`config.mk`:
```
export PLATFORM = sky130hd
export DESIGN_NAME = spi_xfer_engine
export DESIGN_NICKNAME = d
export VERILOG_FILES = /design/src/rtl/spi_eng_pkg.sv /design/src/rtl/spi_byte_fifo.sv /design/src/rtl/spi_shift_fsm.sv /design/src/rtl/spi_xfer_engine.sv
export SDC_FILE = /design/constraint.sdc
export NUM_CORES = 1
export LEC_CHECK = 0
export ABC_AREA = 1
export ABC_CLOCK_PERIOD_IN_PS = 4300
export BUFFER_PORTS_ARGS = -buffer_cell sky130_fd_sc_hd__buf_2
export CORE_AREA = 2 2 319 321
export DETAILED_ROUTE_END_ITERATION = 12
export DIE_AREA = 0 0 321 323
export HOLD_SLACK_MARGIN = 0.03
export PLACE_DENSITY_LB_ADDON = 0.1
export SYNTH_ARGS = -nofsm -noshare
export SYNTH_HDL_FRONTEND = slang
export SYNTH_HIERARCHICAL = 1
export SYNTH_SLANG_ARGS = --single-unit
```
`constraint.sdc`:
```
create_clock -name clk -period 4.3 [get_ports clk]
set_input_delay 0.43 -clock clk [delete_from_list [all_inputs] [get_ports clk]]
set_output_delay 0.43 -clock clk [all_outputs]
set_load 0.05 [all_outputs]
```
`src/rtl/spi_eng_pkg.sv`:
```
package spi_eng_pkg;

    typedef enum logic [1:0] {
        ST_IDLE,
        ST_LOAD,
        ST_SHIFT,
        ST_FINISH
    } eng_state_t;

    typedef struct packed {
        logic lsb_first;
        logic cpol;
        logic cpha;
    } spi_mode_t;

    // word select codes
    localparam logic [1:0] REG_GLB  = 2'd0;
    localparam logic [1:0] REG_XFER = 2'd1;
    localparam logic [1:0] REG_FIFO = 2'd2;
    localparam logic [1:0] REG_CNT  = 2'd3;

    // global word
    localparam int GC_EN   = 0;
    localparam int GC_MST  = 1;
    localparam int GC_SRST = 31;

    // transfer control word
    localparam int XC_CPHA   = 0;
    localparam int XC_CPOL   = 1;
    localparam int XC_SEL_LO = 4;
    localparam int XC_OWN    = 6;
    localparam int XC_LEVEL  = 7;
    localparam int XC_LSB    = 12;
    localparam int XC_START  = 31;

    // queue control word
    localparam int FC_RXRST = 15;
    localparam int FC_TXRST = 31;

endpackage

```
`src/rtl/spi_byte_fifo.sv`:
```
module spi_byte_fifo #(
    parameter int DEPTH = 64,
    localparam int CW = $clog2(DEPTH + 1)
) (
    input  logic          clk,
    input  logic          rst_n,
    input  logic          flush,
    input  logic          push,
    input  logic [7:0]    din,
    input  logic          pop,
    output logic [7:0]    dout,
    output logic [CW-1:0] count,
    output logic          full,
    output logic          empty
);
    localparam int AW = (DEPTH > 1) ? $clog2(DEPTH) : 1;

    logic [7:0]    mem [DEPTH];
    logic [AW-1:0] wp, rp;
    logic          do_push, do_pop;

    assign full    = (count == CW'(DEPTH));
    assign empty   = (count == '0);
    assign do_push = push && !full;
    assign do_pop  = pop && !empty;
    assign dout    = mem[rp];

    always_ff @(posedge clk or negedge rst_n) begin
        if (!rst_n) begin
            wp    <= '0;
            rp    <= '0;
            count <= '0;
        end else if (flush) begin
            wp    <= '0;
            rp    <= '0;
            count <= '0;
        end else begin
            if (do_push) wp <= (wp == AW'(DEPTH - 1)) ? '0 : wp + 1'b1;
            if (do_pop)  rp <= (rp == AW'(DEPTH - 1)) ? '0 : rp + 1'b1;
            count <= count + CW'(do_push) - CW'(do_pop);
        end
    end

    always_ff @(posedge clk) begin
        if (do_push && !flush) mem[wp] <= din;
    end


    count_cap_chk: assert property (@(posedge clk) disable iff (!rst_n)
        count <= CW'(DEPTH));


    full_hold_chk: assert property (@(posedge clk) disable iff (!rst_n)
        (full && push && !pop && !flush) |=> (count == CW'(DEPTH)));

endmodule

```
`src/rtl/spi_shift_fsm.sv`:
```
module spi_shift_fsm
    import spi_eng_pkg::*;
#(
    parameter int HALF = 2
) (
    input  logic      clk,
    input  logic      rst_n,
    input  logic      abort,
    input  logic      go_req,
    input  logic      cnt_zero,
    input  logic      cnt_last,
    input  spi_mode_t mode,
    input  logic      tx_empty,
    input  logic [7:0] tx_head,
    input  logic      rx_full,
    input  logic      miso,
    output logic      tx_pop,
    output logic      tx_udr,
    output logic      rx_push,
    output logic      rx_ovf,
    output logic [7:0] rx_byte,
    output logic      byte_done,
    output logic      done,
    output logic      busy,
    output logic      sclk,
    output logic      mosi
);
    localparam int HW = (HALF > 1) ? $clog2(HALF) : 1;

    eng_state_t    st, st_nx;
    logic [HW-1:0] hcnt;
    logic [3:0]    eidx;
    logic          lvl;
    logic [7:0]    tsh, rsh, rx_nx;
    logic          tick, lead, samp, shft, last_edge;

    assign tick      = (st == ST_SHIFT) && (hcnt == HW'(HALF - 1));
    assign lead      = !eidx[0];
    assign samp      = mode.cpha ? !lead : lead;
    assign shft      = mode.cpha ? (lead && (eidx != 4'd0)) : !lead;
    assign last_edge = tick && (eidx == 4'd15);

    always_comb begin
        rx_nx = rsh;
        if (tick && samp)
            rx_nx = mode.lsb_first ? {miso, rsh[7:1]} : {rsh[6:0], miso};
    end

    always_comb begin
        st_nx = st;
        unique case (st)
            ST_IDLE:   if (go_req) st_nx = cnt_zero ? ST_FINISH : ST_LOAD;
            ST_LOAD:   st_nx = ST_SHIFT;
            ST_SHIFT:  if (last_edge) st_nx = cnt_last ? ST_FINISH : ST_LOAD;
            ST_FINISH: st_nx = ST_IDLE;
        endcase
        if (abort) st_nx = ST_IDLE;
    end

    always_ff @(posedge clk or negedge rst_n) begin
        if (!rst_n) st <= ST_IDLE;
        else        st <= st_nx;
    end

    always_ff @(posedge clk or negedge rst_n) begin
        if (!rst_n) begin
            hcnt <= '0;
            eidx <= '0;
            lvl  <= 1'b0;
            tsh  <= '0;
            rsh  <= '0;
        end else if (abort) begin
            hcnt <= '0;
            eidx <= '0;
            lvl  <= 1'b0;
        end else begin
            hcnt <= (st == ST_SHIFT && !tick) ? hcnt + 1'b1 : '0;
            rsh  <= rx_nx;
            if (st == ST_LOAD) begin
                eidx <= '0;
                lvl  <= 1'b0;
                tsh  <= tx_empty ? 8'h00 : tx_head;
            end else if (tick) begin
                eidx <= eidx + 1'b1;
                lvl  <= !lvl;
                if (shft) tsh <= mode.lsb_first ? {1'b0, tsh[7:1]} : {tsh[6:0], 1'b0};
            end
        end
    end

    always_comb begin
        tx_pop    = (st == ST_LOAD) && !tx_empty;
        tx_udr    = (st == ST_LOAD) && tx_empty;
        rx_push   = last_edge && !rx_full;
        rx_ovf    = last_edge && rx_full;
        rx_byte   = rx_nx;
        byte_done = last_edge;
        done      = (st == ST_FINISH);
        busy      = (st != ST_IDLE);
        sclk      = mode.cpol ^ lvl;
        mosi      = mode.lsb_first ? tsh[0] : tsh[7];
    end


    done_once_chk: assert property (@(posedge clk) disable iff (!rst_n)
        done |=> !done);


    idle_level_chk: assert property (@(posedge clk) disable iff (!rst_n)
        (st == ST_IDLE) |-> (sclk == mode.cpol));

endmodule

```
`src/rtl/spi_xfer_engine.sv`:
```
module spi_xfer_engine
    import spi_eng_pkg::*;
#(
    parameter int DEPTH = 64,
    parameter int HALF  = 2,
    parameter int CNT_W = 16,
    parameter int NCS   = 4,
    localparam int SEL_W = (NCS > 1) ? $clog2(NCS) : 1
) (
    input  logic             clk,
    input  logic             rst_n,
    input  logic             reg_wr,
    input  logic [1:0]       reg_sel,
    input  logic [31:0]      reg_wdata,
    output logic [31:0]      glb_word,
    output logic [31:0]      xfer_word,
    output logic [31:0]      fifo_word,
    output logic [31:0]      stat_word,
    output logic [CNT_W-1:0] burst_left,
    input  logic             tx_push,
    input  logic [7:0]       tx_data,
    input  logic             rx_pop,
    output logic [7:0]       rx_data,
    output logic             sclk,
    output logic             mosi,
    input  logic             miso,
    output logic [NCS-1:0]   cs_n,
    output logic             xfer_done,
    output logic             tx_underrun,
    output logic             rx_overflow
);
    localparam int CW = $clog2(DEPTH + 1);

    logic             en_q, mst_q, srst_q;
    logic             start_q, lsb_q, lvl_q, own_q, cpol_q, cpha_q;
    logic [SEL_W-1:0] sel_q;
    logic             txrst_q, rxrst_q;
    logic [CNT_W-1:0] cnt_q;
    logic             glb_wr, xfer_wr, fifo_wr, cnt_wr;
    logic             busy, byte_done, tx_pop, rx_push;
    logic             tx_empty, tx_full, rx_empty, rx_full;
    logic [7:0]       tx_head, rx_byte;
    logic [CW-1:0]    tx_cnt, rx_cnt;
    spi_mode_t        mode;
    logic             wdata_unused;

    assign glb_wr  = reg_wr && (reg_sel == REG_GLB);
    assign xfer_wr = reg_wr && (reg_sel == REG_XFER);
    assign fifo_wr = reg_wr && (reg_sel == REG_FIFO);
    assign cnt_wr  = reg_wr && (reg_sel == REG_CNT);
    assign wdata_unused = ^{reg_wdata, tx_full, rx_empty};

    always_ff @(posedge clk or negedge rst_n) begin
        if (!rst_n) begin
            en_q <= 1'b0; mst_q <= 1'b0; srst_q <= 1'b0;
            start_q <= 1'b0; lsb_q <= 1'b0; lvl_q <= 1'b0; own_q <= 1'b0;
            cpol_q <= 1'b0; cpha_q <= 1'b0; sel_q <= '0;
            txrst_q <= 1'b0; rxrst_q <= 1'b0; cnt_q <= '0;
        end else begin
            srst_q  <= glb_wr && reg_wdata[GC_SRST];
            txrst_q <= fifo_wr && reg_wdata[FC_TXRST];
            rxrst_q <= fifo_wr && reg_wdata[FC_RXRST];
            if (glb_wr) begin
                en_q  <= reg_wdata[GC_EN];
                mst_q <= reg_wdata[GC_MST];
            end
            if (xfer_wr) begin
                start_q <= reg_wdata[XC_START];
                lsb_q   <= reg_wdata[XC_LSB];
                lvl_q   <= reg_wdata[XC_LEVEL];
                own_q   <= reg_wdata[XC_OWN];
                sel_q   <= reg_wdata[XC_SEL_LO +: SEL_W];
                cpol_q  <= reg_wdata[XC_CPOL];
                cpha_q  <= reg_wdata[XC_CPHA];
            end
            if (srst_q || xfer_done) start_q <= 1'b0;
            if (cnt_wr)         cnt_q <= reg_wdata[CNT_W-1:0];
            else if (byte_done) cnt_q <= cnt_q - 1'b1;
        end
    end

    assign mode = '{lsb_first: lsb_q, cpol: cpol_q, cpha: cpha_q};

    spi_byte_fifo #(.DEPTH(DEPTH)) u_txq (
        .clk(clk), .rst_n(rst_n), .flush(txrst_q || srst_q),
        .push(tx_push), .din(tx_data), .pop(tx_pop), .dout(tx_head),
        .count(tx_cnt), .full(tx_full), .empty(tx_empty)
    );

    spi_byte_fifo #(.DEPTH(DEPTH)) u_rxq (
        .clk(clk), .rst_n(rst_n), .flush(rxrst_q || srst_q),
        .push(rx_push), .din(rx_byte), .pop(rx_pop), .dout(rx_data),
        .count(rx_cnt), .full(rx_full), .empty(rx_empty)
    );

    spi_shift_fsm #(.HALF(HALF)) u_fsm (
        .clk(clk), .rst_n(rst_n), .abort(srst_q),
        .go_req(start_q && en_q && mst_q && !srst_q),
        .cnt_zero(cnt_q == '0), .cnt_last(cnt_q == CNT_W'(1)),
        .mode(mode), .tx_empty(tx_empty), .tx_head(tx_head),
        .rx_full(rx_full), .miso(miso),
        .tx_pop(tx_pop), .tx_udr(tx_underrun), .rx_push(rx_push),
        .rx_ovf(rx_overflow), .rx_byte(rx_byte), .byte_done(byte_done),
        .done(xfer_done), .busy(busy), .sclk(sclk), .mosi(mosi)
    );

    for (genvar i = 0; i < NCS; i++) begin : g_cs
        assign cs_n[i] = (sel_q == SEL_W'(i)) ? (own_q ? lvl_q : !busy) : 1'b1;
    end

    always_comb begin
        glb_word = '0;
        glb_word[GC_EN]   = en_q;
        glb_word[GC_MST]  = mst_q;
        glb_word[GC_SRST] = srst_q;
        xfer_word = '0;
        xfer_word[XC_START] = start_q;
        xfer_word[XC_LSB]   = lsb_q;
        xfer_word[XC_LEVEL] = lvl_q;
        xfer_word[XC_OWN]   = own_q;
        xfer_word[XC_SEL_LO +: SEL_W] = sel_q;
        xfer_word[XC_CPOL]  = cpol_q;
        xfer_word[XC_CPHA]  = cpha_q;
        fifo_word = '0;
        fifo_word[FC_TXRST] = txrst_q;
        fifo_word[FC_RXRST] = rxrst_q;
        stat_word  = {8'd0, 8'(tx_cnt), 8'd0, 8'(rx_cnt)};
        burst_left = cnt_q;
    end


    cs_onehot_chk: assert property (@(posedge clk) disable iff (!rst_n)
        $onehot0(~cs_n));


    done_clears_start_chk: assert property (@(posedge clk) disable iff (!rst_n)
        (xfer_done && !xfer_wr) |=> !xfer_word[XC_START]);


    cnt_step_chk: assert property (@(posedge clk) disable iff (!rst_n)
        (byte_done && !cnt_wr) |=> (burst_left == $past(burst_left) - 1'b1));


    fifo_bit_clear_chk: assert property (@(posedge clk) disable iff (!rst_n)
        (fifo_word[FC_TXRST] && !fifo_wr) |=> !fifo_word[FC_TXRST]);


    udr_empty_chk: assert property (@(posedge clk) disable iff (!rst_n)
        tx_underrun |-> (tx_cnt == '0));


    ovf_full_chk: assert property (@(posedge clk) disable iff (!rst_n)
        rx_overflow |-> (rx_cnt == CW'(DEPTH)));


    srst_idle_chk: assert property (@(posedge clk) disable iff (!rst_n)
        srst_q |=> (!busy && !start_q && !glb_word[GC_SRST]));

endmodule

```
==> results of run 1 <==
==> path summary, 6_finish.rpt <==
kind	from	to	slack [ns]
worst min register to register	u_fsm/tsh[5]$_DFFE_PN0P_	u_fsm/tsh[5]$_DFFE_PN0P_	0.47
worst max register to register	u_fsm/st[1]$_DFFE_PN0P_	u_rxq/mem[6][5]$_DFFE_PP_	0.87
worst min-delay path	reg_wdata[5]	sel_q[1]$_DFFE_PN0P_	0.07
min in group asynchronous	rst_n	sel_q[0]$_DFFE_PN0P_	0.38
worst max-delay path	u_rxq/rp[1]$_DFFE_PN0P_	rx_data[5]	0.30
max in group asynchronous	rst_n	u_txq/rp[1]$_DFFE_PN0P_	3.07
==> critical path, cell delays in order, from the launching register on <==
cell and delay, ns:
dfrtp_4 0.67, nand2_1 0.17, clkinv_1 0.73, buf_4 0.51, nand2_1 0.09, nand3_1 0.10, nand3_1 0.10, nand2_1 0.09
nand2_1 0.08, nand2_1 0.10, buf_2 0.22
==> state kept, by name, indices dropped and copies added (netlist names), 6 cells and up <==
signal,cells
u_rxq/count,7
u_txq/wp,6
u_rxq/wp,6
u_txq/count,7
u_fsm/rsh,8
u_txq/rp,6
u_rxq/mem,512
u_fsm/tsh,8
burst_left,16
u_txq/mem,512
u_rxq/rp,6
==> power by group through the flow <==
| stage | sequential [uW] | clock, uW | combinational, uW |
|---|---|---|---|
| 6_report | 13600 | 9650 | 10800 |
| 5_1_grt | 13700 | 10300 | 11900 |
| 4_1_cts | 13600 | 9860 | 10900 |
| 3_5_place_dp | 13900 | 0 | 10800 |
| 3_3_place_gp | 13900 | 0 | 10700 |
| 2_1_floorplan | 13900 | 0 | 7410 |
==> cell type report <==
type	instances	area, um2	area share
tap	1309	1638	0.02994
inverter	467	1768	0.03231
clock buffer	158	3232	0.05907
clock inverter	58	459.2	0.008393
sequential	1115	33040	0.6039
multi-input combinational	3058	13310	0.2433
timing repair buffer	175	1264	0.02310
==> routing by layer <==
| layer | up-vias | GRT usage | share of wire |
|---|---|---|---|
| met5 | - | 0 | 0 |
| met4 | 0 | 0.07227 | 0.029 |
| met2 | 882 | 0.3873 | 0.49 |
| met3 | 199 | 0.03575 | 0.055 |
| met1 | 15640 | 0.3184 | 0.43 |
| li1 | 16050 | - | - |
==> metrics by stage <==
| stage | cells | total power (uW) | worst slack (ns) | utilization | hold slack [ns] |
|---|---|---|---|---|---|
| final | 6340 | 34090 | 0.3017 | 0.5432 | 0.07393 |
| after global routing | 6340 | 35930 | 0.1618 | 0.5432 | 0.06003 |
| after detailed placement | 6108 | 24680 | 0.9221 | 0.5050 | 0.4593 |
| after global placement | 6108 | 24610 | 0.9913 | 0.5050 | 0.4549 |
| after CTS | 6340 | 34360 | 0.3056 | 0.5432 | 0.03435 |
| after floorplan | 4975 | 21330 | 1.439 | - | 0.1344 |
==> impl_metrics.csv, run 1 <==
group,metric,value,unit
status,status,"finished, final reports clean",
clock_network,ctsResizeCount,0,
floorplan,row_count,117,
setup_path,ff2ff_path_depth,9,
drt,vias,32770,
clock_network,cts_max_level,3,
cells_and_area,layout_commonest_cell,"nand2_1",
clock_network,root_buffer,"clkbuf_16",
timing,finalSetupViolCount,0,
drt,via_per_inst,5.169,
power,internal_power,21410,uW
min_path,holdPathStages,3,
power,pwr-share-comb,0.316,
cells_and_area,n_fill_cell,8899,
clock_network,cts_tree,"done",
power,p_seq_frac,0.400,
placed_design,hpwl,72780,um
setup_path,cp_max_fo,32,
clock_network,clk_path_buf_depth,3,
setup_path,worst-setup-path-type,"flop to output port",
setup_path,worstSetupStartpointType,"flop",
global_route,grt_pass1_wl,184700,um
global_route,antenna_found_initial,0,
timing,fin_crit_sh,0.9298,
global_route,grt_max_degree,133,
power,ir_drop,705.0,uV
drt,drc,0,
timing,min_period,3.998,ns
power,p_sw,12680,uW
floorplan,fp.dieH,323,um
placed_design,numPortBuffers,92,
run,cap_viol_max_count,0,
logic_synthesis,avgSynthCellArea,10.23,um2
cells_and_area,layout-drive-gt1-share,0.08070,
timing,fmax,0.2501,GHz
logic_synthesis,syn_inst,4875,
timing,rsz0062_at_grt,"false",
global_route,grt_overflow_total,0,
floorplan,die_w,321,um
floorplan,die_area,103700,um2
timing,hold_violations,0,
cells_and_area,final_cell_area,54710,um2
power,pwr-share-clk,0.283,
placed_design,gp_congestion,0.8373,
clock_network,cts_num_sinks,1115,
global_route,grtUsageTotal,0.2335,
cells_and_area,syn2layout_area_growth,9.690,%
cells_and_area,fin_nets,5008,
clock_network,clock_latency,0.69,ns
drt,drt_wl_total,121000,um
clock_network,post_cts_buffers,0,
clock_network,cts_buffers,115,
global_route,grt_pass1_vias,30700,
drt,wl_per_cell,19.09,um
drt,final_antenna_net_count,0,
drt,firstDrtPassIters,6,
power,pwr_density_cell,623.0,nW/um2
floorplan,coreArea,100700,um2
power,leakage,0.02250,uW
floorplan,start_util,0.4952,
drt,drt-initial-drc-count,2864,
clock_network,cts_hold_buf,16,
floorplan,ioPinCount,209,
clock_network,clkTransAtPathRegs,0.06,ns
setup_path,endpoint_kind,"output port",
timing,fin_skew,0.02342,ns
timing,drv_slew,0,
cells_and_area,n_antenna_cell,0,
power,p_sw_frac,0.3720,
timing,fin_setup_tns,0,ns
logic_synthesis,yosysWarnings,6,
placed_design,dpl_cell_area,50860,um2
setup_path,cp.required,3.87,ns
timing,worstMarginPinSlew,0.9400,ns
setup_path,worstPathArrival,3.57,ns
min_path,hp-class,"input port to flop",
cells_and_area,final_cell_mix,"nand2_1 (1731), edfxtp_1 (1024), nand3_1 (726)",
timing,slew_headroom,0.3710,
logic_synthesis,syn_area,49880,um2
Note: power is estimated with default switching activity, not from simulation.
==> run 2, diff against run 1 <==
--- a/config.mk
+++ b/config.mk
@@ -8,11 +8,12 @@
 export ABC_AREA = 1
 export ABC_CLOCK_PERIOD_IN_PS = 4300
 export BUFFER_PORTS_ARGS = -buffer_cell sky130_fd_sc_hd__buf_2
-export CORE_AREA = 2 2 319 321
+export CORE_AREA = 2 2 357 359
 export DETAILED_ROUTE_END_ITERATION = 12
-export DIE_AREA = 0 0 321 323
+export DIE_AREA = 0 0 359 361
 export HOLD_SLACK_MARGIN = 0.03
 export PLACE_DENSITY_LB_ADDON = 0.1
+export RECOVER_POWER = 25
 export SYNTH_ARGS = -nofsm -noshare
 export SYNTH_HDL_FRONTEND = slang
 export SYNTH_HIERARCHICAL = 1
==> impl_metrics.csv, run 2 (synthesis gave the netlist of run 1 again) <==
group,metric,value,unit
floorplan,coreArea,125400,um2
timing,slew_headroom,-1.222,
cells_and_area,syn2layout_area_growth,11.47,%
global_route,grt_pass1_vias,31420,
setup_path,endpoint,"rx_data[1]",
timing,hold_violations,0,
timing,fmax,0.2670,GHz
min_path,hp-class,"input port to flop",
power,pwr-share-comb,0.323,
min_path,hold_start,"reg_wdata[10]",
power,p_sw_frac,0.3773,
status,status,"finished, violations left",
setup_path,worstSetupStartpointType,"flop",
placed_design,dpl_cell_area,51690,um2
timing,holdWs,0.1025,ns
floorplan,die_area,129600,um2
power,p_seq_frac,0.390,
timing,fin_skew,0.02831,ns
setup_path,cp.required,3.87,ns
floorplan,row_count,130,
clock_network,cts_num_sinks,1115,
clock_network,post_cts_buffers,0,
placed_design,placed_cells,6502,
setup_path,timing.rr.start,"u_fsm/st[1]$_DFFE_PN0P_",
power,pwr_density_cell,626.4,nW/um2
placed_design,numPortBuffers,92,
floorplan,ioPinCount,209,
power,internal_power,21690,uW
floorplan,fp.dieH,361,um
cells_and_area,layout_commonest_cell,"nand2_1",
drt,drt_wl_total,132100,um
power,leakage,0.02275,uW
global_route,antenna_found_initial,0,
clock_network,cts_tree,"done",
timing,fin_crit_sh,0.8710,
cells_and_area,layout-drive-gt1-share,0.08603,
clock_network,clk_path_buf_depth,3,
global_route,grt_overflow_total,0,
status,failed_checks,"capacitance limit, slew limit",
timing,fin_setup_tns,0,ns
floorplan,start_util,0.3977,
cells_and_area,fin_cells,6741,
drt,wl_per_cell,19.60,um
drt,vias,33040,
cells_and_area,n_antenna_cell,0,
drt,firstDrtPassIters,5,
setup_path,cp_max_fo,24,
drt,drc,0,
cells_and_area,final_cell_mix,"nand2_1 (1731), edfxtp_1 (1024), nand3_1 (726)",
global_route,grt_pass1_wl,199600,um
clock_network,cts_max_level,3,
run,cap_viol_max_count,9,
timing,finalSetupViolCount,0,
setup_path,reg2reg_to,"u_rxq/mem[43][0]$_DFFE_PP_",
setup_path,endpoint_kind,"output port",
timing,worstMarginPinSlew,3.333,ns
global_route,grt_max_degree,172,
cells_and_area,final_cell_area,55600,um2
setup_path,ff2ff_path_depth,9,
clock_network,root_buffer,"clkbuf_16",
power,ir_drop,420.5,uV
setup_path,worst-setup-path-type,"flop to output port",
drt,via_per_inst,4.901,
setup_path,worstPathArrival,3.32,ns
global_route,grtUsageTotal,0.2014,
drt,final_antenna_net_count,0,
timing,drv_slew,408,
floorplan,die_w,359,um
clock_network,cts_buffers,119,
setup_path,setup.worst_path.start,"u_rxq/rp[1]$_DFFE_PN0P_",
clock_network,clkTransAtPathRegs,0.06,ns
cells_and_area,n_fill_cell,12030,
power,pwr-share-clk,0.288,
timing,min_period,3.745,ns
power,p_sw,13140,uW
timing,rsz0062_at_grt,"false",
placed_design,hpwl,79130,um
cells_and_area,fin_nets,5065,
drt,drt-initial-drc-count,2627,
clock_network,clock_latency,0.71,ns
setup_path,r2r_slack,0.86,ns
placed_design,gp_congestion,0.8241,
run 2: cell count changes in the layout (fill, tap and decap cells not counted), sizes merged:
cell / delta
buf: +35
clkbuf: +27
clkinv: -6
bufinv: +2
inv: +2
run 2: critical path, cell delays in order (launching register included):
cell and delay, ns:
dfrtp_4 0.65, nand2_1 0.17, clkinv_1 0.45, buf_4 0.38
nand2_1 0.08, nand3_1 0.13, nand3_1 0.21, nand2_1 0.10
nand2_1 0.07, nand2_1 0.11, buf_2 0.23
run 2: power by group through the flow:
stage / clock [uW] / sequential, uW / combinational [uW]
after CTS: 10300 / 13600 / 11400
after global routing: 10700 / 13600 / 12400
after floorplan: 0 / 13900 / 7410
after global placement: 0 / 13800 / 11300
final: 10000 / 13600 / 11200
after detailed placement: 0 / 13800 / 11300
run 2: area by class of cell:
| class | instances | area (um2) | area share |
|---|---|---|---|
| sequential | 1115 | 33040 | 0.5943 |
| multi-input combinational | 3058 | 13310 | 0.2394 |
| clock buffer | 167 | 3311 | 0.05955 |
| tap | 1650 | 2064 | 0.03713 |
| inverter | 467 | 1773 | 0.03189 |
| timing repair buffer | 228 | 1614 | 0.02903 |
| clock inverter | 56 | 485.5 | 0.008731 |
run 2: routing by layer:
| metal | vias to the layer above | track usage | share of wire |
|---|---|---|---|
| li1 | 16180 | - | - |
| met1 | 15920 | 0.2726 | 0.44 |
| met2 | 731 | 0.3372 | 0.48 |
| met3 | 205 | 0.02984 | 0.049 |
| met4 | 0 | 0.05709 | 0.028 |
| met5 | - | 0 | 0 |
run 2: metrics by stage:
step	total power, uW	util	setup WS (ns)
after floorplan	21330	-	1.439
after global placement	25080	0.4122	0.8551
after detailed placement	25140	0.4122	0.7696
after CTS	35230	0.4437	0.5110
after global routing	36720	0.4434	0.3540
final	34830	0.4434	0.5549
run 2: worst min-delay path by stage:
stage                                       endpoint  slack, ns  cells past startpoint
after floorplan            burst_left[0]$_DFFE_PN0P_       0.13                      0
after global placement          sel_q[0]$_DFFE_PN0P_       0.41                      1
after detailed placement        sel_q[0]$_DFFE_PN0P_       0.42                      1
after CTS                          own_q$_DFFE_PN0P_       0.04                      3
after global routing               own_q$_DFFE_PN0P_       0.07                      3
final                     burst_left[10]$_DFFE_PN0P_       0.10                      5
run 2: what timing repair did:
item | 4_1_cts | 5_1_grt
gates resized for setup | 0 | 0
hold buffers | 16 | 0
endpoints found under the hold margin | 49 | 0
==> run 3, diff against run 2 <==
--- a/config.mk
+++ b/config.mk
@@ -8,9 +8,9 @@
 export ABC_AREA = 1
 export ABC_CLOCK_PERIOD_IN_PS = 4300
 export BUFFER_PORTS_ARGS = -buffer_cell sky130_fd_sc_hd__buf_2
-export CORE_AREA = 2 2 357 359
+export CORE_AREA = 2 2 305 307
 export DETAILED_ROUTE_END_ITERATION = 12
-export DIE_AREA = 0 0 359 361
+export DIE_AREA = 0 0 307 309
 export HOLD_SLACK_MARGIN = 0.03
 export PLACE_DENSITY_LB_ADDON = 0.1
 export RECOVER_POWER = 25
==> impl_metrics.csv, run 3 (synthesis gave the netlist of run 1 again) <==
group,metric,value,unit
setup_path,setup.worst_path.start,"u_rxq/rp[2]$_DFFE_PN0P_",
global_route,grt_max_degree,117,
cells_and_area,layout_commonest_cell,"nand2_1",
clock_network,post_cts_buffers,0,
status,status,"finished, violations left",
power,leakage,0.02256,uW
timing,worstMarginPinSlew,3.260,ns
clock_network,cts_buffers,115,
power,pwr_density_cell,630.8,nW/um2
cells_and_area,multi_input_area,13310,um2
drt,drt_wl_total,118400,um
timing,rsz0062_at_grt,"false",
global_route,grt_pass1_wl,180300,um
power,p_sw_frac,0.3691,
setup_path,cp.required,3.87,ns
floorplan,die_w,307,um
setup_path,cp_max_fo,18,
setup_path,timing.rr.start,"u_fsm/st[1]$_DFFE_PN0P_",
power,pwr-share-comb,0.314,
drt,drt-initial-drc-count,2973,
timing,slew_headroom,-1.173,
timing,fin_crit_sh,0.9243,
floorplan,ioPinCount,209,
global_route,grtUsageTotal,0.2490,
drt,drc,0,
global_route,grt_pass1_vias,30750,
cells_and_area,final_util,0.5988,
timing,finalSetupViolCount,0,
cells_and_area,fin_nets,5018,
setup_path,ff2ff_path_depth,9,
power,pwr-share-clk,0.290,
clock_network,clock_latency,0.71,ns
drt,vias,32820,
drt,final_antenna_net_count,0,
timing,drv_slew,496,
drt,via_per_inst,5.270,
timing,min_period,3.974,ns
run,cap_viol_max_count,10,
power,ir_drop,403.2,uV
placed_design,numPortBuffers,92,
power,p_seq_frac,0.396,
drt,firstDrtPassIters,8,
cells_and_area,n_antenna_cell,0,
status,failed_checks,"capacitance limit, slew limit",
timing,hold_violations,0,
setup_path,worstSetupStartpointType,"flop",
cells_and_area,layout-drive-gt1-share,0.07993,
floorplan,die_area,94860,um2
power,internal_power,21780,uW
global_route,antenna_found_initial,0,
floorplan,fp.dieH,309,um
clock_network,root_buffer,"clkbuf_16",
drt,wl_per_cell,19.01,um
clock_network,cts_tree,"done",
power,p_sw,12740,uW
floorplan,row_count,111,
placed_design,gp_congestion,0.8278,
placed_design,hpwl,71290,um
timing,fin_setup_tns,0,ns
global_route,grt_overflow_total,0,
cells_and_area,final_cell_mix,"nand2_1 (1731), edfxtp_1 (1024), nand3_1 (726)",
floorplan,start_util,0.5458,
setup_path,worst-setup-path-type,"flop to output port",
cells_and_area,regArea,33040,um2
min_path,hp-class,"input port to flop",
min_path,hold_start,"reg_wdata[11]",
cells_and_area,syn2layout_area_growth,9.705,%
clock_network,cts_max_level,3,
setup_path,worstPathArrival,3.54,ns
clock_network,clkTransAtPathRegs,0.06,ns
timing,fmax,0.2516,GHz
floorplan,coreArea,91390,um2
min_path,holdPathStages,5,
clock_network,clk_path_buf_depth,3,
cells_and_area,n_fill_cell,7593,
setup_path,endpoint_kind,"output port",
timing,fin_skew,0.03590,ns
clock_network,cts_num_sinks,1115,
## run 3: cell types whose count changed in the layout (fill, tap and decap cells not counted), moves of 4 or more
cell       change
buf_4         -41
bufinv_16      +8
clkbuf_1      -17
clkbuf_16      -4
clkbuf_8      -10
clkinv_1       +6
clkinv_2       +7
## run 3: what timing repair did
item,4_1_cts,5_1_grt
endpoints found under the hold margin,71,0
hold buffers,13,0
setup endpoints to repair,0,0
gates resized for setup,0,0
## run 3: final cells by class
class / count / share of cell area
flip-flops and latches: 1115 / 0.6038
multi-input cells: 3058 / 0.2432
inverters: 467 / 0.03229
clock inverters: 79 / 0.01466
well taps: 1186 / 0.02712
clock buffers: 138 / 0.05513
repair buffers: 185 / 0.02373
## run 3: worst max-delay path: stages (launching register included)
cell	delay (ns)
dfrtp_1	0.72
nand2_1	0.24
clkinv_1	0.52
buf_4	0.43
nand2_1	0.09
nand3_1	0.13
nand3_1	0.18
nand2_1	0.12
nand2_1	0.08
nand2_1	0.10
buf_2	0.23
## run 3: worst paths after layout
| kind | end | slack (ns) |
|---|---|---|
| hold reg to reg | u_fsm/tsh[5]$_DFFE_PN0P_ | 0.47 |
| setup reg to reg | u_rxq/mem[43][6]$_DFFE_PP_ | 0.91 |
| setup / recovery | rx_data[4] | 0.33 |
| hold / removal | burst_left[11]$_DFFE_PN0P_ | 0.06 |
| min in group asynchronous | sel_q[0]$_DFFE_PN0P_ | 0.70 |
| max in group asynchronous | u_fsm/rsh[1]$_DFFE_PN0N_ | 2.35 |
## run 3: power groups by stage
| stage | Sequential [uW] | Combinational [uW] | Clock (uW) |
|---|---|---|---|
| global placement | 13900 | 10700 | 0 |
| finish | 13700 | 10800 | 10000 |
| floorplan | 13900 | 7410 | 0 |
| detailed placement | 13900 | 10900 | 0 |
| CTS | 13700 | 10900 | 10200 |
| global route | 13700 | 11900 | 10600 |
## run 3: stage by stage
step	hold WS (ns)	total power [uW]	setup WS [ns]	std cells	cell area, um2
after floorplan	0.1344	21330	1.439	4975	50250
after global placement	0.4545	24620	0.9977	5998	50820
after detailed placement	0.4607	24740	0.9150	5998	50820
after CTS	0.03417	34730	0.3426	6228	54770
after global routing	0.05990	36260	0.1648	6228	54720
final	0.06330	34520	0.3256	6228	54720
## run 3: per-layer routing
layer	global-route usage	part of all wire
met1	0.3338	0.42
met2	0.4216	0.49
met3	0.03508	0.060
met4	0.08145	0.028
met5	0	0
